`src/rtl/uas_pkg.sv`:
```
package uas_pkg;

   typedef enum logic [1:0] {
      SZ_BYTE = 2'd0,
      SZ_HALF = 2'd1,
      SZ_WORD = 2'd2
   } size_e;

   typedef enum logic [1:0] {
      ST_IDLE,
      ST_ISSUE,
      ST_RDATA,
      ST_RESP
   } state_e;

   // number of bytes a size code spans; code 3 is taken as a word
   function automatic logic [2:0] span_bytes(input logic [1:0] sz);
      case (sz)
         SZ_BYTE: span_bytes = 3'd1;
         SZ_HALF: span_bytes = 3'd2;
         default: span_bytes = 3'd4;
      endcase
   endfunction

endpackage

```
`src/rtl/uas_piece_plan.sv`:
```
// Chooses the next aligned piece: the largest power-of-two size that both
// divides the current lane offset and fits the bytes still to move.
module uas_piece_plan #(
   parameter int LANES = 4,
   parameter int LW    = 2,
   parameter int CW    = 3
) (
   input  logic [LW-1:0]    lane,
   input  logic [CW-1:0]    remain,
   output logic [CW-1:0]    len,
   output logic [LANES-1:0] strb
);

   always_comb begin
      len = '0;
      for (int s = 0; s <= LW; s++) begin
         if (s <= 2 && (int'(lane) % (1 << s)) == 0 && (1 << s) <= int'(remain))
            len = CW'(1 << s);
      end
   end

   always_comb begin
      for (int i = 0; i < LANES; i++)
         strb[i] = (i >= int'(lane)) && (i < int'(lane) + int'(len));
   end

endmodule

```
`src/rtl/uas_lane_steer.sv`:
```
// Write side: moves the pending low bytes onto the addressed lanes.
// Read side: drops the lanes of one returned piece into the result bytes.
module uas_lane_steer #(
   parameter int DW    = 32,
   parameter int LANES = 4,
   parameter int LW    = 2,
   parameter int CW    = 3
) (
   input  logic [31:0]   wbuf,
   input  logic [LW-1:0] lane,
   output logic [DW-1:0] lane_wdata,
   input  logic [31:0]   rbuf_in,
   input  logic [DW-1:0] rd_data,
   input  logic [LW-1:0] rd_lane,
   input  logic [CW-1:0] rd_off,
   input  logic [CW-1:0] rd_len,
   output logic [31:0]   rbuf_out
);

   assign lane_wdata = DW'(wbuf) << {lane, 3'b000};

   for (genvar j = 0; j < 4; j++) begin : g_rbyte
      logic [7:0] pick;
      always_comb begin
         int src;
         src  = int'(rd_lane) + j - int'(rd_off);
         pick = rbuf_in[8*j +: 8];
         if (j >= int'(rd_off) && j < int'(rd_off) + int'(rd_len) &&
             src >= 0 && src < LANES)
            pick = rd_data[8*src +: 8];
      end
      assign rbuf_out[8*j +: 8] = pick;
   end

endmodule

```
`src/rtl/unaligned_splitter.sv`:
```
module unaligned_splitter
   import uas_pkg::*;
#(
   parameter int AW = 32,
   parameter int DW = 32
) (
   input  logic            clk,
   input  logic            rst_n,
   input  logic            up_valid,
   output logic            up_ready,
   input  logic            up_write,
   input  logic [1:0]      up_size,
   input  logic [AW-1:0]   up_addr,
   input  logic [31:0]     up_wdata,
   output logic            up_rvalid,
   output logic [31:0]     up_rdata,
   output logic            dn_valid,
   input  logic            dn_ready,
   output logic            dn_write,
   output logic [AW-1:0]   dn_addr,
   output logic [DW/8-1:0] dn_strb,
   output logic [DW-1:0]   dn_wdata,
   input  logic [DW-1:0]   dn_rdata
);

   localparam int LANES = DW / 8;
   localparam int LW    = $clog2(LANES);
   localparam int CW    = 3;

   initial begin : chk_params
      assert (DW == 32 || DW == 64) else $error("DW must be 32 or 64");
      assert (AW > LW) else $error("AW too small for lane select");
   end

   state_e        st_q;
   logic [AW-1:0] addr_q;
   logic [CW-1:0] remain_q;
   logic [CW-1:0] off_q;
   logic [31:0]   wbuf_q;
   logic [31:0]   rbuf_q;
   logic          wr_q;
   logic [LW-1:0] rd_lane_q;
   logic [CW-1:0] rd_off_q;
   logic [CW-1:0] rd_len_q;

   logic [CW-1:0]    len;
   logic [LANES-1:0] strb;
   logic [DW-1:0]    lane_wdata;
   logic [31:0]      rbuf_next;
   logic             hs;

   uas_piece_plan #(.LANES(LANES), .LW(LW), .CW(CW)) u_plan (
      .lane   (addr_q[LW-1:0]),
      .remain (remain_q),
      .len    (len),
      .strb   (strb)
   );

   uas_lane_steer #(.DW(DW), .LANES(LANES), .LW(LW), .CW(CW)) u_steer (
      .wbuf       (wbuf_q),
      .lane       (addr_q[LW-1:0]),
      .lane_wdata (lane_wdata),
      .rbuf_in    (rbuf_q),
      .rd_data    (dn_rdata),
      .rd_lane    (rd_lane_q),
      .rd_off     (rd_off_q),
      .rd_len     (rd_len_q),
      .rbuf_out   (rbuf_next)
   );

   assign hs        = (st_q == ST_ISSUE) && dn_ready;
   assign up_ready  = (st_q == ST_IDLE);
   assign up_rvalid = (st_q == ST_RESP);
   assign up_rdata  = rbuf_q;
   assign dn_valid  = (st_q == ST_ISSUE);
   assign dn_write  = wr_q;
   assign dn_addr   = addr_q;
   assign dn_strb   = strb;
   assign dn_wdata  = lane_wdata;

   always_ff @(posedge clk) begin
      if (!rst_n) begin
         st_q      <= ST_IDLE;
         addr_q    <= '0;
         remain_q  <= '0;
         off_q     <= '0;
         wbuf_q    <= '0;
         rbuf_q    <= '0;
         wr_q      <= 1'b0;
         rd_lane_q <= '0;
         rd_off_q  <= '0;
         rd_len_q  <= '0;
      end else begin
         case (st_q)
            ST_IDLE: begin
               if (up_valid) begin
                  addr_q   <= up_addr;
                  remain_q <= span_bytes(up_size);
                  off_q    <= '0;
                  wbuf_q   <= up_wdata;
                  rbuf_q   <= '0;
                  wr_q     <= up_write;
                  st_q     <= ST_ISSUE;
               end
            end
            ST_ISSUE: begin
               if (hs) begin
                  addr_q    <= addr_q + AW'(len);
                  remain_q  <= remain_q - len;
                  off_q     <= off_q + len;
                  wbuf_q    <= wbuf_q >> {len, 3'b000};
                  rd_lane_q <= addr_q[LW-1:0];
                  rd_off_q  <= off_q;
                  rd_len_q  <= len;
                  if (!wr_q)              st_q <= ST_RDATA;
                  else if (remain_q == len) st_q <= ST_RESP;
               end
            end
            ST_RDATA: begin
               rbuf_q <= rbuf_next;
               st_q   <= (remain_q == '0) ? ST_RESP : ST_ISSUE;
            end
            default: st_q <= ST_IDLE;
         endcase
      end
   end

endmodule

```
`config.mk`:
```
export PLATFORM = sky130hd
export DESIGN_NAME = unaligned_splitter
export DESIGN_NICKNAME = d
export VERILOG_FILES = /design/src/rtl/uas_pkg.sv /design/src/rtl/uas_piece_plan.sv /design/src/rtl/uas_lane_steer.sv /design/src/rtl/unaligned_splitter.sv
export SDC_FILE = /design/constraint.sdc
export NUM_CORES = 1
export LEC_CHECK = 0
export ABC_AREA = 1
export BUFFER_PORTS_ARGS = -buffer_cell sky130_fd_sc_hd__clkbuf_2
export CAP_MARGIN = 20
export CORE_ASPECT_RATIO = 0.5
export CORE_MARGIN = 4
export CORE_UTILIZATION = 49
export CTS_CLUSTER_SIZE = 28
export DETAILED_ROUTE_END_ITERATION = 8
export GPL_ROUTABILITY_DRIVEN = 0
export HOLD_SLACK_MARGIN = 0.12
export MAX_ROUTING_LAYER = met4
export PLACE_DENSITY = 0.81
export SYNTH_ARGS = -nofsm -noshare
export SYNTH_HDL_FRONTEND = slang
export SYNTH_HIERARCHICAL = 1
export SYNTH_SLANG_ARGS = --single-unit
```
`constraint.sdc`:
```
create_clock -name clk -period 2.5 [get_ports clk]
set_clock_uncertainty 0.1 [all_clocks]
set_input_delay 0.5 -clock clk [delete_from_list [all_inputs] [get_ports clk]]
set_output_delay 0.5 -clock clk [all_outputs]
set_load 0.03 [all_outputs]
```
======== Yosys cells after proc, flatten, opt, wreduce, memory -nomap -nowiden ========
Index checks and enable logic that the tools add are counted.
storage, ports and cells
  register bits ........................... 113
  bits of input ports ..................... 103
  output and inout port bits .............. 104
  word-level logic and storage cells ...... 130
operators by class
  $add $sub $neg .......................... 12
  $lt $le $gt $ge ......................... 26
  equality and inequality tests ........... 12
  shift operators ......................... 6
  multiplexer cells ....................... 28
  reduce and logical (&&, ||, !) cells .... 33
operators with widths
  kind                                                    number
  one-hot mux 32 bit (2 select lines)                     3
  2-to-1 mux 32 bit                                       5
  >= comparator 32 x 1 -> 1 bit (second input constant)   4
  < comparator 3 x 32 -> 1 bit (first input constant)     4
  < comparator 32 x 4 -> 1 bit (second input constant)    4
  indexed part select 32 x 32 -> 8 bit                    4
  subtractor 32 x 4 -> 32 bit                             3
  logical NOT 32 bit                                      2
  < comparator 2 x 32 -> 1 bit (first input constant)     2
  adder 32 x 3 -> 32 bit                                  1
  < comparator 1 x 32 -> 1 bit (first input constant)     1
  2-to-1 mux 8 bit                                        4
  << shifter 32 x 5 -> 32 bit                             1
  >> shifter 32 x 6 -> 32 bit                             1
  logical AND 1 bit                                       18
  2-to-1 mux 3 bit                                        6
  one-hot mux 3 bit (2 select lines)                      3
  AND reduction 3 bit                                     6
  2-to-1 mux 2 bit                                        5
  inequality test 2 x 1 -> 1 bit (second input constant)  5
  adder 2 x 2 -> 3 bit (second input constant)            2
  >= comparator 1 x 3 -> 1 bit (first input constant)     2
  >= comparator 2 x 3 -> 1 bit (first input constant)     2
  one-hot mux 2 bit (3 select lines)                      1
  other kinds (22)                                        28

======== Logic depth before layout (Yosys ltp) ========
  depth after elaboration ................. 9
  mapped depth ............................ 15
  gate-level depth less buffers ........... 15

======== Cells and area by module ========
The synthesis kept the hierarchy.
by module, submodules not included
  module              times used  cells each  area each (sq um)  seq. area each (sq um)
  unaligned_splitter  1           858         5818.1             2262.2
  uas_lane_steer      1           453         2188.3             0.0
  uas_piece_plan      1           33          175.2              0.0

======== Worst setup path before layout ========
Ideal clock, no wire load.
  path type ............................... reg-to-output
  from .................................... register addr_q[1] (netlist: dn_addr[1])
  to ...................................... output port dn_strb[0]
  data arrival time ....................... 2503 ps
  data required time ...................... 1900 ps
  setup slack ............................. -603 ps
  stages on the path, launching flop included .. 10
  path buffers ............................ 0
  cell sequence ........................... dfxtp_1 inv_1 nand2_2 nor2_2 nor2_1 fa_1 inv_1 nand2_1 nand2_2 a21oi_1
between the ends
  cells in the longest elaborated chain, start to end .. 6
  elaborated cells on any way between the ends .. 7
  classes of those cells .................. 1 x add/sub; 2 x order compare; 1 x mux; 3 x reduce/logical
ends and longest elaborated chain
  what                          RTL line                   RTL
  from (decl)                   unaligned_splitter.sv:36   logic [AW-1:0] addr_q;
  from (signal assigned)        unaligned_splitter.sv:97   addr_q <= up_addr;
  from (signal assigned)        unaligned_splitter.sv:108  addr_q <= addr_q + AW'(len);
  logical NOT 32 bit            uas_piece_plan.sv:17       if (s <= 2 && (int'(lane) % (1 << s)) == 0 && (1 << s) <= int'(remain))
  logical AND 1 bit             uas_piece_plan.sv:17
  2-to-1 mux 3 bit              uas_piece_plan.sv:17
  named net len[2]              unaligned_splitter.sv:46   logic [CW-1:0] len;
  adder 2 x 3 -> 4 bit          uas_piece_plan.sv:24       strb[i] = (i >= int'(lane)) && (i < int'(lane) + int'(len));
  < comparator 1 x 32 -> 1 bit  uas_piece_plan.sv:24
  logical AND 1 bit             uas_piece_plan.sv:24
  to (decl)                     unaligned_splitter.sv:21   output logic [DW/8-1:0] dn_strb,
The timed path passes the listed nets, and every way through them passes these cells.

======== Final worst setup path ========
  from .................................... register remain_q[2]
  to ...................................... output port dn_strb[2]
between the ends
  cells in the longest elaborated chain, start to end .. 7
  elaborated cells on any way between the ends .. 11
  classes of those cells .................. 1 x add/sub; 4 x order compare; 3 x mux; 3 x reduce/logical
ends and longest elaborated chain
  what                                                                                 RTL line                   RTL
  from (decl)                                                                          unaligned_splitter.sv:37   logic [CW-1:0] remain_q;
  from (signal assigned)                                                               unaligned_splitter.sv:98   remain_q <= span_bytes(up_size);
  from (signal assigned)                                                               unaligned_splitter.sv:109  remain_q <= remain_q - len;
  <= comparator 1 x 3 -> 1 bit / <= comparator 2 x 3 -> 1 bit (equally long branches)  uas_piece_plan.sv:17
  2-to-1 mux 1 bit / logical AND 1 bit (equally long branches)                         uas_piece_plan.sv:17
  2-to-1 mux 3 bit                                                                     uas_piece_plan.sv:17
  2-to-1 mux 3 bit *                                                                   uas_piece_plan.sv:17
  named net len[0]                                                                     unaligned_splitter.sv:46
  adder 2 x 3 -> 4 bit *                                                               uas_piece_plan.sv:24
  < comparator 3 x 32 -> 1 bit *                                                       uas_piece_plan.sv:24
  logical AND 1 bit *                                                                  uas_piece_plan.sv:24
The timed path passes the listed nets; every way through them passes the cells marked *.

==> impl_metrics.yaml <==
synth:
  synth_top_family_by_area: "simple AND/OR/NAND/NOR gates"
  netlist_area_um2: 8180
  synth_xor_area_frac: 0.0106
  syn_avg_cell_area_um2: 6.09
  syn-num-nets: 1475
  yosys_warnings: 6
  synth_simple_gate_area_frac: 0.376
  ys_ff_latch: 113
  ys_seq_area_frac: 0.276
  yosys_most_used_dff: "dfxtp_1"
  synthAdderAreaFrac: 0.0520
  synth_top_area_cell: "dfxtp_1"
  synth.area.mux_share: 0.00856
  synthArstFlopShare: 0
  yosysUniqueCellTypes: 42
  synth_top_cells_by_area: "dfxtp_1 28%, nand2_1 23%, a21oi_1 6.9%"
  syn-instance-count: 1344
  synth_edf_count: 0
  synth_top_area_share: 0.276
  synth_compound_area_frac: 0.189
clocking:
  clock-sinks: 113
  clk_latency_ns: 0.42
  clock-root-buffer: "clkbuf_16"
  tritoncts: "done"
  clkTransAtPathRegs_ns: 0.06
  clock_path_buffers: 2
  numCtsBuffers: 17
  h-tree-depth: 4
placement:
  io_buffers: 206
  dp_cells: 1746
  dp_hpwl_um: 19700
  pre_cts_ws_ns: -0.0765
drt:
  num_vias: 10100
  ant_nets: 0
  avgViaCountPerCell: 5.66
  wl_um: 28300
  routed.top_layer: "met4"
  route.detailed.drc: 0
  dr_wl_met3_um: 3050
  wire_per_inst_um: 15.8
  initialDrtViolationCount: 1085
  dr_wl_met2_um: 12900
  drt_first_pass_iters: 6
  wl_met1_um: 11200
power:
  power_frac_seq: 0.240
  netSwitchingFraction: 0.437
  vdd_drop_max_mv: 0.574
  finalPower_w: 0.00966
  power_frac_clock: 0.275
  power.density_nw_per_um2: 905
  internal_power_w: 0.00544
  power_switching_w: 0.00422
  combPwrFrac: 0.485
  power.leakage_nw: 4.96
die:
  coreArea_um2: 16400
  rows: 33
  die_w_um: 191
  ios: 207
  die_area_um2: 19000
  die_y_um: 99.4
  start_util: 0.500
global_route:
  grt_max_degree: 57
  track_usage: 0.287
  grt_pass1_wl_um: 43400
  antenna_found_initial: 2
  grt_overflow: 0
  grt_pass1_vias: 9068
finish:
  nets: 1681
  final_common_cell: "nand2_1"
  fill_cells: 1428
  stdcell_count: 1792
  drive_gt1_frac: 0.244
  final_cell_mix: "488 x nand2_1, 189 x clkbuf_2, 108 x nor2_1"
  syn_to_final_growth_pct: 30.5
status:
  violations: "setup timing"
  outcome: "finished with violations"
worst_setup_path:
  cp-end-kind: "primary output"
  required_ns: 1.90
  r2r_slack_ns: -0.09
  timing.rr.start: "remain_q[2]$_SDFFE_PN0P_"
  crit_arrival_ns: 2.23
  path_max_fanout: 4
  critPathKind: "reg -> out"
  startpoint: "remain_q[2]$_SDFFE_PN0P_"
  start_kind: "register"
timing:
  fin_crit_sh: 1.13
  setup_tns_ns: -1.36
  setup_viol: 7
  rsz0062_at_grt: "true"
  report.final.slew_viol_count: 0
  min_period_ns: 2.83
  setup_ws_ns: -0.331
  hold_violations: 0
  slew_headroom: 0.582
  worstMarginPinSlew_ns: 0.627
  max_freq_ghz: 0.353
flow_run:
  maxCapViolations: 0
hold_path:
  hold_start: "dn_ready"
  hp-class: "in -> reg"
worst max-delay path, cell delays in order (launching register included):
cell	delay [ns]
dfxtp_4	0.37
nor3_2	0.21
nor2_2	0.07
ha_2	0.20
fa_2	0.57
nand2_2	0.09
a21oi_4	0.16
buf_8	0.14
synthesized netlist by cell type (all sizes together), types with 4 or more instances:
cell / instances
nand3b: 5
a211oi: 23
nand2: 509
fa: 10
o21bai: 4
clkbuf: 33
nand3: 85
ha: 18
a22oi: 26
o21ai: 96
nor2: 129
dfxtp: 113
a21oi: 113
a31oi: 9
xor2: 4
nor3: 7
mux2i: 7
buf: 36
xnor2: 5
inv: 99
metrics by stage:
stage,area [um2],hold slack [ns],util
after floorplan,8240,0.353,-
after global placement,9570,0.362,0.585
after detailed placement,9570,0.373,0.585
final,10700,0.193,0.653
after CTS,10400,0.183,0.634
after global routing,10700,0.196,0.653
final timing paths:
path                              endpoint  cells past startpoint
setup reg to reg  dn_addr[12]$_SDFFE_PN0P_                     14
hold reg to reg   up_rdata[8]$_SDFFE_PN0P_                      2
setup / recovery                dn_strb[2]                      7
hold / removal    rd_len_q[2]$_SDFFE_PN0P_                      2
power groups by stage:
| stage | clock (W) | combinational [W] | sequential (W) |
|---|---|---|---|
| 6_report | 0.00266 | 0.00468 | 0.00232 |
| 5_1_grt | 0.00277 | 0.00506 | 0.00235 |
| 4_1_cts | 0.00268 | 0.00432 | 0.00229 |
| 3_5_place_dp | 0 | 0.00414 | 0.00232 |
| 3_3_place_gp | 0 | 0.00404 | 0.00231 |
| 2_1_floorplan | 0 | 0.00281 | 0.00245 |
routing by layer:
metal  vias up  global-route usage
met1      4624               0.357
li1       4802                   -
met3        97              0.0579
met5         -                   -
met4         0               0.130
met2       626               0.456
timing repair:
item                       in CTS  in global routing
buffers inserted                7                  3
pin swaps                       0                 10
hold endpoints to repair        0                  0
resized for setup              34                 85
cloned                          0                  3
setup endpoints to repair      21                 77
hold buffers                    0                  0
final cells by class:
class,instances,area [um2],area share
well taps,227,284,0.0266
flip-flops and latches,113,2280,0.213
multi-input cells,1061,5450,0.511
repair buffers,256,1620,0.152
clock inverters,10,155,0.0145
inverters,101,399,0.0374
clock buffers,22,484,0.0454
diodes,2,5.00,0.000469
flip-flops by register name (all words and copies together), names as in the netlist:
signal and count:
dn_addr 32, dn_write 1, remain_q 3, st_q 2, wbuf_q 32, rd_lane_q 2, off_q 3, up_rdata 32
rd_len_q 3, rd_off_q 3
cells by family after synthesis:
family / count (synthesis)
compound gates: 277
xor+xnor: 9
fa+ha+maj: 28
buf+inv: 170
flops: 113
mux: 7
simple gates: 740
No activity file was read; power rests on OpenSTA's default activity.
